`src/rtl/ifetch_tlb_pkg.sv`:
```
package ifetch_tlb_pkg;

  localparam int VA_W   = 32;
  localparam int PG_LSB = 10;
  localparam int VPN_W  = VA_W - PG_LSB;
  localparam int ASID_W = 8;
  localparam int NENT   = 4;
  localparam int IDX_W  = $clog2(NENT);
  localparam int LRU_W  = 6;

  typedef enum logic [2:0] {
    ST_NONE  = 3'd0,
    ST_MISS  = 3'd1,
    ST_MULTI = 3'd2,
    ST_BAD   = 3'd3,
    ST_PROT  = 3'd4
  } xl_status_e;

  typedef enum logic [1:0] {
    UT_HIT   = 2'd0,
    UT_MISS  = 2'd1,
    UT_MULTI = 2'd2
  } ut_status_e;

  typedef struct packed {
    logic [VPN_W-1:0]  vpn;
    logic [ASID_W-1:0] asid;
    logic [VPN_W-1:0]  ppn;
    logic [1:0]        size;
    logic              shared;
    logic              priv_only;
  } tlb_ent_t;

  function automatic logic [VA_W-1:0] page_mask(input logic [1:0] sz);
    case (sz)
      2'd0:    page_mask = ~(VA_W'(1) << 10) + 1'b1;
      2'd1:    page_mask = ~(VA_W'(1) << 12) + 1'b1;
      2'd2:    page_mask = ~(VA_W'(1) << 16) + 1'b1;
      default: page_mask = ~(VA_W'(1) << 20) + 1'b1;
    endcase
  endfunction

  function automatic logic [LRU_W-1:0] lru_keep(input logic [IDX_W-1:0] e);
    case (e)
      2'd0:    lru_keep = 6'h07;
      2'd1:    lru_keep = 6'h39;
      2'd2:    lru_keep = 6'h3E;
      default: lru_keep = 6'h3F;
    endcase
  endfunction

  function automatic logic [LRU_W-1:0] lru_set(input logic [IDX_W-1:0] e);
    case (e)
      2'd0:    lru_set = 6'h00;
      2'd1:    lru_set = 6'h20;
      2'd2:    lru_set = 6'h14;
      default: lru_set = 6'h0B;
    endcase
  endfunction

endpackage

```
`src/rtl/itlb_lru.sv`:
```
module itlb_lru
  import ifetch_tlb_pkg::*;
(
  input  logic             clk,
  input  logic             rst,
  input  logic             hit_en,
  input  logic [IDX_W-1:0] hit_idx,
  output logic [IDX_W-1:0] victim
);

  logic [LRU_W-1:0] order_q;

  always_ff @(posedge clk) begin
    if (rst) begin
      order_q <= '0;
    end else if (hit_en) begin
      order_q <= (order_q & lru_keep(hit_idx)) | lru_set(hit_idx);
    end
  end

  always_comb begin
    if (order_q[5:3] == 3'b111) begin
      victim = 2'd0;
    end else if (!order_q[5] && order_q[2:1] == 2'b11) begin
      victim = 2'd1;
    end else if (!order_q[4] && !order_q[2] && order_q[0]) begin
      victim = 2'd2;
    end else if (!order_q[3] && !order_q[1] && !order_q[0]) begin
      victim = 2'd3;
    end else begin
      victim = 2'd0;
    end
  end

  // right after reset the word is zero, which selects slot 3
  p_reset_victim_r8: assert property (@(posedge clk) $fell(rst) |-> victim == 2'd3);

endmodule

```
`src/rtl/itlb_cam.sv`:
```
module itlb_cam
  import ifetch_tlb_pkg::*;
(
  input  logic              clk,
  input  logic              rst,
  input  logic              flush,
  input  logic              wr_en,
  input  logic [IDX_W-1:0]  wr_idx,
  input  tlb_ent_t          wr_ent,
  input  logic [VA_W-1:0]   lk_va,
  input  logic              lk_user,
  input  logic [ASID_W-1:0] lk_asid,
  input  logic              lk_ss,
  output logic              hit_one,
  output logic              hit_many,
  output logic [IDX_W-1:0]  hit_idx,
  output logic              hit_priv_only,
  output logic [VA_W-1:0]   hit_paddr
);

  tlb_ent_t        ent_q [NENT];
  logic [NENT-1:0] vld_q;
  logic [NENT-1:0] hit_vec;

  always_ff @(posedge clk) begin
    if (rst) begin
      vld_q <= '0;
    end else if (flush) begin
      vld_q <= '0;
    end else if (wr_en) begin
      vld_q[wr_idx] <= 1'b1;
    end
  end

  always_ff @(posedge clk) begin
    if (wr_en) begin
      ent_q[wr_idx] <= wr_ent;
    end
  end

  for (genvar g = 0; g < NENT; g++) begin : g_cmp
    logic [VA_W-1:0] msk;
    logic            page_eq;
    logic            need_asid;
    assign msk       = page_mask(ent_q[g].size);
    assign page_eq   = (({ent_q[g].vpn, {PG_LSB{1'b0}}} & msk) == (lk_va & msk));
    assign need_asid = !ent_q[g].shared && (lk_user || !lk_ss);
    assign hit_vec[g] = vld_q[g] && page_eq &&
                        (!need_asid || (ent_q[g].asid == lk_asid));
  end

  always_comb begin
    hit_idx = '0;
    for (int i = 0; i < NENT; i++) begin
      if (hit_vec[i]) hit_idx = IDX_W'(i);
    end
  end

  logic [VA_W-1:0] sel_msk;
  assign hit_one       = ($countones(hit_vec) == 1);
  assign hit_many      = ($countones(hit_vec) > 1);
  assign sel_msk       = page_mask(ent_q[hit_idx].size);
  assign hit_priv_only = ent_q[hit_idx].priv_only;
  assign hit_paddr     = ({ent_q[hit_idx].ppn, {PG_LSB{1'b0}}} & sel_msk) | (lk_va & ~sel_msk);

  // a flush leaves no valid entry behind
  p_flush_clears_r11: assert property (@(posedge clk) disable iff (rst)
    flush |=> vld_q == '0);

endmodule

```
`src/rtl/ifetch_tlb.sv`:
```
module ifetch_tlb
  import ifetch_tlb_pkg::*;
(
  input  logic              clk,
  input  logic              rst,
  input  logic              flush,
  input  logic              xlate_en,
  input  logic              single_space,
  input  logic              req_valid,
  input  logic [31:0]       req_vaddr,
  input  logic              req_user,
  input  logic [7:0]        req_asid,
  output logic              ready,
  output logic              resp_valid,
  output logic [31:0]       resp_paddr,
  output logic [2:0]        resp_status,
  output logic              ut_req_valid,
  output logic [31:0]       ut_req_vaddr,
  input  logic              ut_rsp_valid,
  input  logic [1:0]        ut_rsp_status,
  input  logic [21:0]       ut_rsp_vpn,
  input  logic [7:0]        ut_rsp_asid,
  input  logic [21:0]       ut_rsp_ppn,
  input  logic [1:0]        ut_rsp_size,
  input  logic              ut_rsp_shared,
  input  logic              ut_rsp_priv_only
);

  localparam logic [VA_W-1:0] USER_CEIL = 32'hE000_0000;

  typedef enum logic [1:0] {S_IDLE, S_CHECK, S_WAIT} fsm_e;

  fsm_e              state_q;
  logic [VA_W-1:0]   va_q;
  logic              user_q, en_q, ss_q;
  logic [ASID_W-1:0] asid_q;
  xl_status_e        status_q;

  logic odd_addr, user_high, direct_map, screened;
  logic hit_one, hit_many, hit_priv_only;
  logic [IDX_W-1:0] hit_idx, victim;
  logic [VA_W-1:0]  hit_paddr;
  logic             fill_en, lru_touch;
  tlb_ent_t         fill_ent;

  assign odd_addr   = va_q[0];
  assign user_high  = user_q && (va_q >= USER_CEIL);
  assign direct_map = !en_q || (va_q[31:29] == 3'd4) || (va_q[31:29] == 3'd5) ||
                      (va_q[31:29] == 3'd7);
  assign screened   = !odd_addr && !user_high && !direct_map;

  assign fill_en   = (state_q == S_WAIT) && ut_rsp_valid && (ut_rsp_status == UT_HIT);
  assign lru_touch = (state_q == S_CHECK) && screened && hit_one;

  assign fill_ent.vpn       = ut_rsp_vpn;
  assign fill_ent.asid      = ut_rsp_asid;
  assign fill_ent.ppn       = ut_rsp_ppn;
  assign fill_ent.size      = ut_rsp_size;
  assign fill_ent.shared    = ut_rsp_shared;
  assign fill_ent.priv_only = ut_rsp_priv_only;

  itlb_cam u_cam (
    .clk           (clk),
    .rst           (rst),
    .flush         (flush),
    .wr_en         (fill_en),
    .wr_idx        (victim),
    .wr_ent        (fill_ent),
    .lk_va         (va_q),
    .lk_user       (user_q),
    .lk_asid       (asid_q),
    .lk_ss         (ss_q),
    .hit_one       (hit_one),
    .hit_many      (hit_many),
    .hit_idx       (hit_idx),
    .hit_priv_only (hit_priv_only),
    .hit_paddr     (hit_paddr)
  );

  itlb_lru u_lru (
    .clk     (clk),
    .rst     (rst),
    .hit_en  (lru_touch),
    .hit_idx (hit_idx),
    .victim  (victim)
  );

  assign ready       = (state_q == S_IDLE);
  assign resp_status = status_q;

  always_ff @(posedge clk) begin
    if (rst) begin
      state_q      <= S_IDLE;
      va_q         <= '0;
      user_q       <= 1'b0;
      en_q         <= 1'b0;
      ss_q         <= 1'b0;
      asid_q       <= '0;
      resp_valid   <= 1'b0;
      resp_paddr   <= '0;
      status_q     <= ST_NONE;
      ut_req_valid <= 1'b0;
      ut_req_vaddr <= '0;
    end else begin
      resp_valid   <= 1'b0;
      ut_req_valid <= 1'b0;
      case (state_q)
        S_IDLE: begin
          if (req_valid) begin
            va_q    <= req_vaddr;
            user_q  <= req_user;
            asid_q  <= req_asid;
            en_q    <= xlate_en;
            ss_q    <= single_space;
            state_q <= S_CHECK;
          end
        end
        S_CHECK: begin
          if (odd_addr || user_high) begin
            resp_valid <= 1'b1;
            resp_paddr <= '0;
            status_q   <= ST_BAD;
            state_q    <= S_IDLE;
          end else if (direct_map) begin
            resp_valid <= 1'b1;
            resp_paddr <= va_q;
            status_q   <= ST_NONE;
            state_q    <= S_IDLE;
          end else if (hit_many) begin
            resp_valid <= 1'b1;
            resp_paddr <= '0;
            status_q   <= ST_MULTI;
            state_q    <= S_IDLE;
          end else if (hit_one) begin
            resp_valid <= 1'b1;
            state_q    <= S_IDLE;
            if (hit_priv_only && user_q) begin
              resp_paddr <= '0;
              status_q   <= ST_PROT;
            end else begin
              resp_paddr <= hit_paddr;
              status_q   <= ST_NONE;
            end
          end else begin
            ut_req_valid <= 1'b1;
            ut_req_vaddr <= va_q;
            state_q      <= S_WAIT;
          end
        end
        S_WAIT: begin
          if (ut_rsp_valid) begin
            if (ut_rsp_status == UT_HIT) begin
              state_q <= S_CHECK;
            end else begin
              resp_valid <= 1'b1;
              resp_paddr <= '0;
              status_q   <= (ut_rsp_status == UT_MISS) ? ST_MISS : ST_MULTI;
              state_q    <= S_IDLE;
            end
          end
        end
        default: state_q <= S_IDLE;
      endcase
    end
  end

  // an odd fetch address is rejected on the next edge
  p_odd_bad_r1: assert property (@(posedge clk) disable iff (rst)
    (state_q == S_CHECK && va_q[0]) |=> (resp_valid && resp_status == ST_BAD));

  // with translation off, a legal address comes back untouched
  p_bypass_ident_r3: assert property (@(posedge clk) disable iff (rst)
    (state_q == S_CHECK && !en_q && !va_q[0] && !user_high)
      |=> (resp_valid && resp_paddr == $past(va_q) && resp_status == ST_NONE));

  // results are single-cycle pulses
  p_resp_pulse_r4: assert property (@(posedge clk) disable iff (rst)
    resp_valid |=> !resp_valid);

  // no new fetch is taken while a unified lookup is outstanding
  p_busy_on_lookup_r7: assert property (@(posedge clk) disable iff (rst)
    ut_req_valid |-> !ready);

  // a unified miss is reported as a miss on the following edge
  p_ut_miss_passes_r6: assert property (@(posedge clk) disable iff (rst)
    (state_q == S_WAIT && ut_rsp_valid && ut_rsp_status == UT_MISS)
      |=> (resp_valid && resp_status == ST_MISS));

endmodule

```
`config.mk`:
```
export PLATFORM = sky130hd
export DESIGN_NAME = ifetch_tlb
export DESIGN_NICKNAME = d
export VERILOG_FILES = /design/src/rtl/ifetch_tlb_pkg.sv /design/src/rtl/itlb_lru.sv /design/src/rtl/itlb_cam.sv /design/src/rtl/ifetch_tlb.sv
export SDC_FILE = /design/constraint.sdc
export NUM_CORES = 1
export LEC_CHECK = 0
export CORE_AREA = 2 2 156 158
export CTS_CLUSTER_SIZE = 40
export DETAILED_ROUTE_END_ITERATION = 8
export DIE_AREA = 0 0 158 160
export DONT_BUFFER_PORTS = 1
export PLACE_DENSITY = 0.75
export SLEW_MARGIN = 20
export SYNTH_ARGS = -nofsm -noshare
export SYNTH_HDL_FRONTEND = slang
export SYNTH_SLANG_ARGS = --single-unit
export TNS_END_PERCENT = 1
```
`constraint.sdc`:
```
create_clock -name clk -period 16.8 [get_ports clk]
set_input_delay 0 -clock clk [delete_from_list [all_inputs] [get_ports clk]]
set_output_delay 0 -clock clk [all_outputs]
set_load 0.02 [all_outputs]
```
=== After elaboration in Yosys (flattened, before gate mapping) ===
Memories as Yosys holds them, arrays and structs flattened.
Index checks and enable logic that the tools add are counted.

* Output and inout port bits: 70
* Memory bits (writable): 224
* Word-level logic and storage cells: 198
* Input bits: 106
* Register bits: 124
* Memories kept: 1

* Bitwise gates (word level): 20
* Multiplexer cells: 55
* Eq/ne operators: 33
* Reductions and logical operators: 69
* $lt $le $gt $ge: 4
* Add/subtract/negate cells: 3

{| class="wikitable"
|+ Memories
! name !! words !! bits a word !! rd ports !! clocked after memory_dff !! wr ports !! RTL line !! RTL
|-
| u_cam.ent_q || 4 || 56 || 5 || 0 || 1 || itlb_cam.sv:21 || <nowiki>tlb_ent_t ent_q [NENT];</nowiki>
|}

{| class="wikitable"
|+ Operators with widths
! cell !! number
|-
| $and 32x32->32 || 10
|-
| $pmux 20 s3 || 5
|-
| $mux 32 || 7
|-
| $eq 32x32->1 || 4
|-
| $pmux 32 s2 || 1
|-
| $pmux 6 s3 || 2
|-
| $add 32x32->32 || 1
|-
| $eq 32x2->1 const B || 1
|-
| $eq 8x8->1 || 4
|-
| $ge 32x32->1 const B || 1
|-
| $gt 32x2->1 const B || 1
|-
| $not 32->32 || 1
|-
| $or 32x32->32 || 1
|-
| $logic_and 1x1->1 || 26
|-
| $mux 2 || 13
|-
| $mux 6 || 4
|-
| $mux 3 || 7
|-
| $logic_not 1->1 || 19
|-
| $eq 2x1->1 const B || 8
|-
| $eq 2x2->1 const B || 8
|-
| $logic_not 2->1 || 8
|-
| $eq 3x3->1 const B || 4
|-
| $mux 1 || 12
|-
| $logic_or 1x1->1 || 9
|-
| other kinds (19) || 27
|}

=== Logic depth before layout (Yosys ltp) ===
An unclocked memory read counts as a cell.

* Depth after elaboration: 22
* Gate-level depth with buffers: 16
* Depth with buffers taken out: 15

=== By module ===
From an unflattened synthesis, not the netlist that was laid out.

* Cells, all modules: 1207
* Area, all modules: 14706.6 µm²

{| class="wikitable"
|+ By module, submodules not included
! module !! instances !! cells an instance !! area each (µm²) !! seq. area each (µm²)
|-
| itlb_cam || 1 || 601 || 9572.9 || 6806.5
|-
| ifetch_tlb || 1 || 570 || 4789.6 || 2282.2
|-
| itlb_lru || 1 || 36 || 344.1 || 120.1
|}

=== Worst setup path after synthesis ===
Ideal clock, no wire load.

* Path kind: reg-to-reg
* Start point: register state_q[0]
* End point: memory u_cam.ent_q[2][0] (netlist bit), enable pin
* Setup time: 541 ps
* Cell stages (with the launch flop): 6
* Slack: 11308 ps
* Clock period less this slack: 5492 ps
* Data required time: 16259 ps
* Data arrival time: 4951 ps
* Buffers on the path: 0
* Cells stage by stage: dfxtp_1 -> inv_1 -> ha_1 -> nor3b_1 -> nand2_1 -> nor3_1

* Word-level cells in the longest chain between the ends: 5

{| class="wikitable"
|+ RTL lines
! what !! RTL line !! RTL
|-
| start, declared || ifetch_tlb.sv:33 || <nowiki>fsm_e state_q;</nowiki>
|-
| start signal, assigned || ifetch_tlb.sv:93 || <nowiki>state_q <= S_IDLE;</nowiki>
|-
| start signal, assigned || ifetch_tlb.sv:115 || <nowiki>state_q <= S_CHECK;</nowiki>
|-
| start signal, assigned || ifetch_tlb.sv:123 || <nowiki>state_q <= S_IDLE;</nowiki>
|-
| $eq 2x2->1 || ifetch_tlb.sv:52 || <nowiki>assign fill_en = (state_q == S_WAIT) && ut_rsp_valid && (ut_rsp_status == UT_HIT);</nowiki>
|-
| $logic_and 1x1->1 (2 in series) || ifetch_tlb.sv:52 ||
|-
| $mux 1 || itlb_cam.sv:36 || <nowiki>if (wr_en) begin</nowiki>
|-
| $mux 1 (implied by the code) || itlb_cam.sv:37 || <nowiki>ent_q[wr_idx] <= wr_ent;</nowiki>
|-
| end, declared || itlb_cam.sv:21 ||
|}

No other way between the ends.

=== Worst setup path in the final report ===
* Start point: register va_q[30]
* End point: register resp_paddr[19]

* Word-level cells in the longest chain between the ends: 19
* Elaborated cells between the ends (all ways): 51
* Those cells by class: add/sub (3); order compare (2); eq/ne (11); mux (10); bitwise (8); reduce/logical (16); memory (1)

{| class="wikitable"
|+ RTL lines
! what !! RTL line !! RTL
|-
| start, declared || ifetch_tlb.sv:34 || <nowiki>logic [VA_W-1:0] va_q;</nowiki>
|-
| start signal, assigned || ifetch_tlb.sv:110 || <nowiki>va_q <= req_vaddr;</nowiki>
|-
| parallel branches: the longest is 19 deep, another holds $add 32x32->32 || -- ||
|-
| end signal, assigned || ifetch_tlb.sv:126 || <nowiki>resp_paddr <= va_q;</nowiki>
|-
| end signal, assigned || ifetch_tlb.sv:141 || <nowiki>resp_paddr <= hit_paddr;</nowiki>
|-
| end, declared || ifetch_tlb.sv:15 || <nowiki>output logic [31:0] resp_paddr,</nowiki>
|}

Parallel ways; which one is timed is not known. The select of a mux whose other input is x is not followed.
A chain may end at the register's enable or synchronous reset.

==> results.toml <==
[die]
die_w_um = 158
start_util_pct = 58.53
core-area_mm2 = 0.02382
num_rows = 57
dieHeight_um = 160
dieArea_mm2 = 0.02528
io_pins = 176

[worst_setup_path]
reg2regPathDepth = 16
crit_fanout = 34
reg2reg_from = "va_q[30]"
start_kind = "flop"
worstSetupEndpointType = "flop"
arrival_ps = 6570
rrSetupSlack_ps = 10660
crit_required_ps = 17230
r2r-end = "resp_paddr[19]"
worstSetupPathType = "flop to flop"

[worst_hold_path]
hold_class = "input port to flop"
hold_start = "rst"
hold_depth = 2
holdPathEnd = "resp_paddr[20]"

[logic_synthesis]
synth_ff_type = "edfxtp_1"
async_flop_share_pct = 0
synth_fp_nets = 1192
synth_top_family_by_area = "simple AND/OR/NAND/NOR gates"
synth_edf_count = 224
synthCells = 1075
synth_top_cell_by_area = "edfxtp_1"
synth_xor_area_share_pct = 7.592
synth-seq-area-share_pct = 66.05
synth_cell_types = 56
synth_top_area_share_pct = 48.25
yosys-top-cells-area = "edfxtp_1 (48%), dfxtp_1 (18%), xnor2_1 (5.8%)"
syn_area_mm2 = 0.01394
synth-seq-cells = 348
synthSimpleGateAreaFrac_pct = 9.324
syn-mean-instance-area_um2 = 12.97
synth_mux_area_share_pct = 4.568
ys_warn_count = 0
synth_adder_area_share_pct = 1.041
synth_compound_area_share_pct = 8.301

[routing]
drcViolationCount = 0
dr.pass1.iters = 5
antenna_left = 0
via_per_inst = 5.908
wirelength_mm = 34.75
num_vias = 8957
drt-wirelength-per-cell_um = 22.92
detail_route.iter0.violations = 917

[global_route]
grt_util_all_layers_pct = 27.37
grt_antenna_before_repair = 3
grt_pass1_wl_mm = 52.18
top_usage_layer = "met2"
grt_max_degree = 100
gr-usage-met3_pct = 8.657
use_met2_pct = 43.16
grt_pass1_vias = 9027
use_met1_pct = 36.33
overflow = 0

[finish]
drive_gt1_share_pct = 8.992
fin_area_mm2 = 0.01640
fin_cells = 1516
nets = 1280
fillers = 1644
syn_to_final_growth_pct = 17.63
post-route-util_pct = 68.85

[clocking]
cts_buffer_depth = 3
root_buffer = "clkbuf_16"
cts_tree = "yes"
clk_transition_reported_paths_ps = 60
clk-insertion-delay-late_ps = 520
cts_resized = 0
clock_sinks = 348
h-tree-depth = 2
cts_buffers = 37
postCtsSetupBuffers = 0

[place]
dp.cells = 1339
placed_area_mm2 = 0.01412
hpwlAfterDp_mm = 22.53
place.gp.congestion = 0.9030
io_buffers = 0

[timing]
setup_viol = 0
clock_skew_ps = 21.58
hold_viol = 0
setup_tns_ps = 0
rsz0062_at_grt = "no"
drv_slew = 0
worst_pin_slew_ps = 1153
fin_crit_sh_pct = 36.52
fin_crit_ps = 6135
maxSlewHeadroom_pct = 22.94
fmax_mhz = 163.0

[pwr]
power-per-cell-area_mw_per_mm2 = 111.5
vdd_drop_max_v = 0.00006922
power.leakage_nw = 5.374

[flow_run]
max_cap_violations = 0

[outcome]
outcome = "completed"
-- layer usage --
metal	vias up	part of all wire, %
li1	4073	-
met1	4337	39
met2	465	47
met3	82	11
met4	0	2.9
met5	-	0
-- worst max-delay path, cell delays in order, from the launching register on --
cell and delay (ps):
dfxtp_1 720, xor2_1 180, nor4_1 320, nand3_1 200, a2111oi_0 480, ha_1 320, ha_1 210, fa_1 500
nor3_1 60, nand4_1 80, buf_4 360, nand4b_1 730, nor3_2 700, nand2b_1 420, a2111oi_4 500, a22oi_1 140
o21ai_1 110
-- how the worst max path moves through the flow --
stage	startpoint	to	slack [ps]
floorplan	state_q[0]	u_cam.ent_q[2][0]	11310
global placement	va_q[14]	resp_paddr[17]	10880
detailed placement	va_q[30]	resp_paddr[17]	10880
global route	va_q[13]	resp_paddr[16]	10270
CTS	va_q[30]	resp_paddr[19]	10770
finish	va_q[30]	resp_paddr[19]	10660
-- area by class of cell --
class	count	area, µm²	area share [%]
sequential	348	9209	56.15
clock inverter	11	111.4	0.6790
antenna	2	5.005	0.03052
tap	324	405.4	2.472
multi-input combinational	636	4343	26.48
clock buffer	55	1056	6.439
inverter	19	71.32	0.4349
timing repair buffer	121	1199	7.309
-- cell usage in the layout, fill, tap and decap left out, types with 18 or more instances in the layout --
| master | instances |
|---|---|
| dfxtp_1 | 124 |
| clkbuf_16 | 39 |
| a22oi_1 | 18 |
| mux4_2 | 26 |
| a21oi_1 | 97 |
| nand4_1 | 29 |
| dlygate4sd3_1 | 108 |
| o21ai_0 | 26 |
| nand2_1 | 175 |
| nor2_1 | 21 |
| inv_1 | 19 |
| xnor2_1 | 93 |
| xor2_1 | 26 |
| edfxtp_1 | 224 |
-- cell families after synthesis --
kind of cell	count (synthesis)
muxes	31
adders and majority gates	11
and+or+nand+nor	288
xor gates and xnor gates	120
buffers and inverters	91
DFF	348
AOI/OAI and AO/OA	186
-- flip-flops by register name, indices dropped and copies added, names as in the netlist, named ones only --
signal and flops:
resp_status 3, user_q 1, ut_req_valid 1, u_cam.ent_q 224, resp_valid 1, u_cam.vld_q 4
en_q 1, va_q 32, ut_req_vaddr 32, u_lru.order_q 1, ss_q 1, resp_paddr 32
asid_q 8, state_q 2
-- through the flow --
step / hold WS (ps) / setup WS (ps) / total power (W)
2_1_floorplan: 76.79 / 11310 / 0.001016
3_3_place_gp: 78.06 / 10880 / 0.001030
3_5_place_dp: 80.71 / 10880 / 0.001031
4_1_cts: 78.70 / 10770 / 0.001833
5_1_grt: 97.86 / 10270 / 0.001879
6_report: 69.64 / 10660 / 0.001828
-- cells in the mapped netlist, drive strengths merged, types with 15 or more instances --
| cell type | count |
|---|---|
| a21oi | 98 |
| a22oi | 18 |
| buf | 29 |
| clkbuf | 43 |
| dfxtp | 124 |
| edfxtp | 224 |
| inv | 19 |
| mux4 | 26 |
| nand2 | 175 |
| nand4 | 29 |
| nor2 | 23 |
| nor3 | 17 |
| nor4 | 15 |
| o21ai | 30 |
| xnor2 | 94 |
| xor2 | 26 |
-- report_power, final --
group,leakage (nW),switching [W],internal [W]
Clock,0.572,0.000315,0.000467
Combinational,1.78,0.0000586,0.0000438
Sequential,3.02,0.0000248,0.000920
-- what timing repair did --
| action | 4_1_cts | 5_1_grt |
|---|---|---|
| endpoints found under the setup margin | 0 | 0 |
| hold buffers | 109 | 0 |
| endpoints found under the hold margin | 354 | 0 |
No activity file was read; power rests on OpenSTA's default activity.
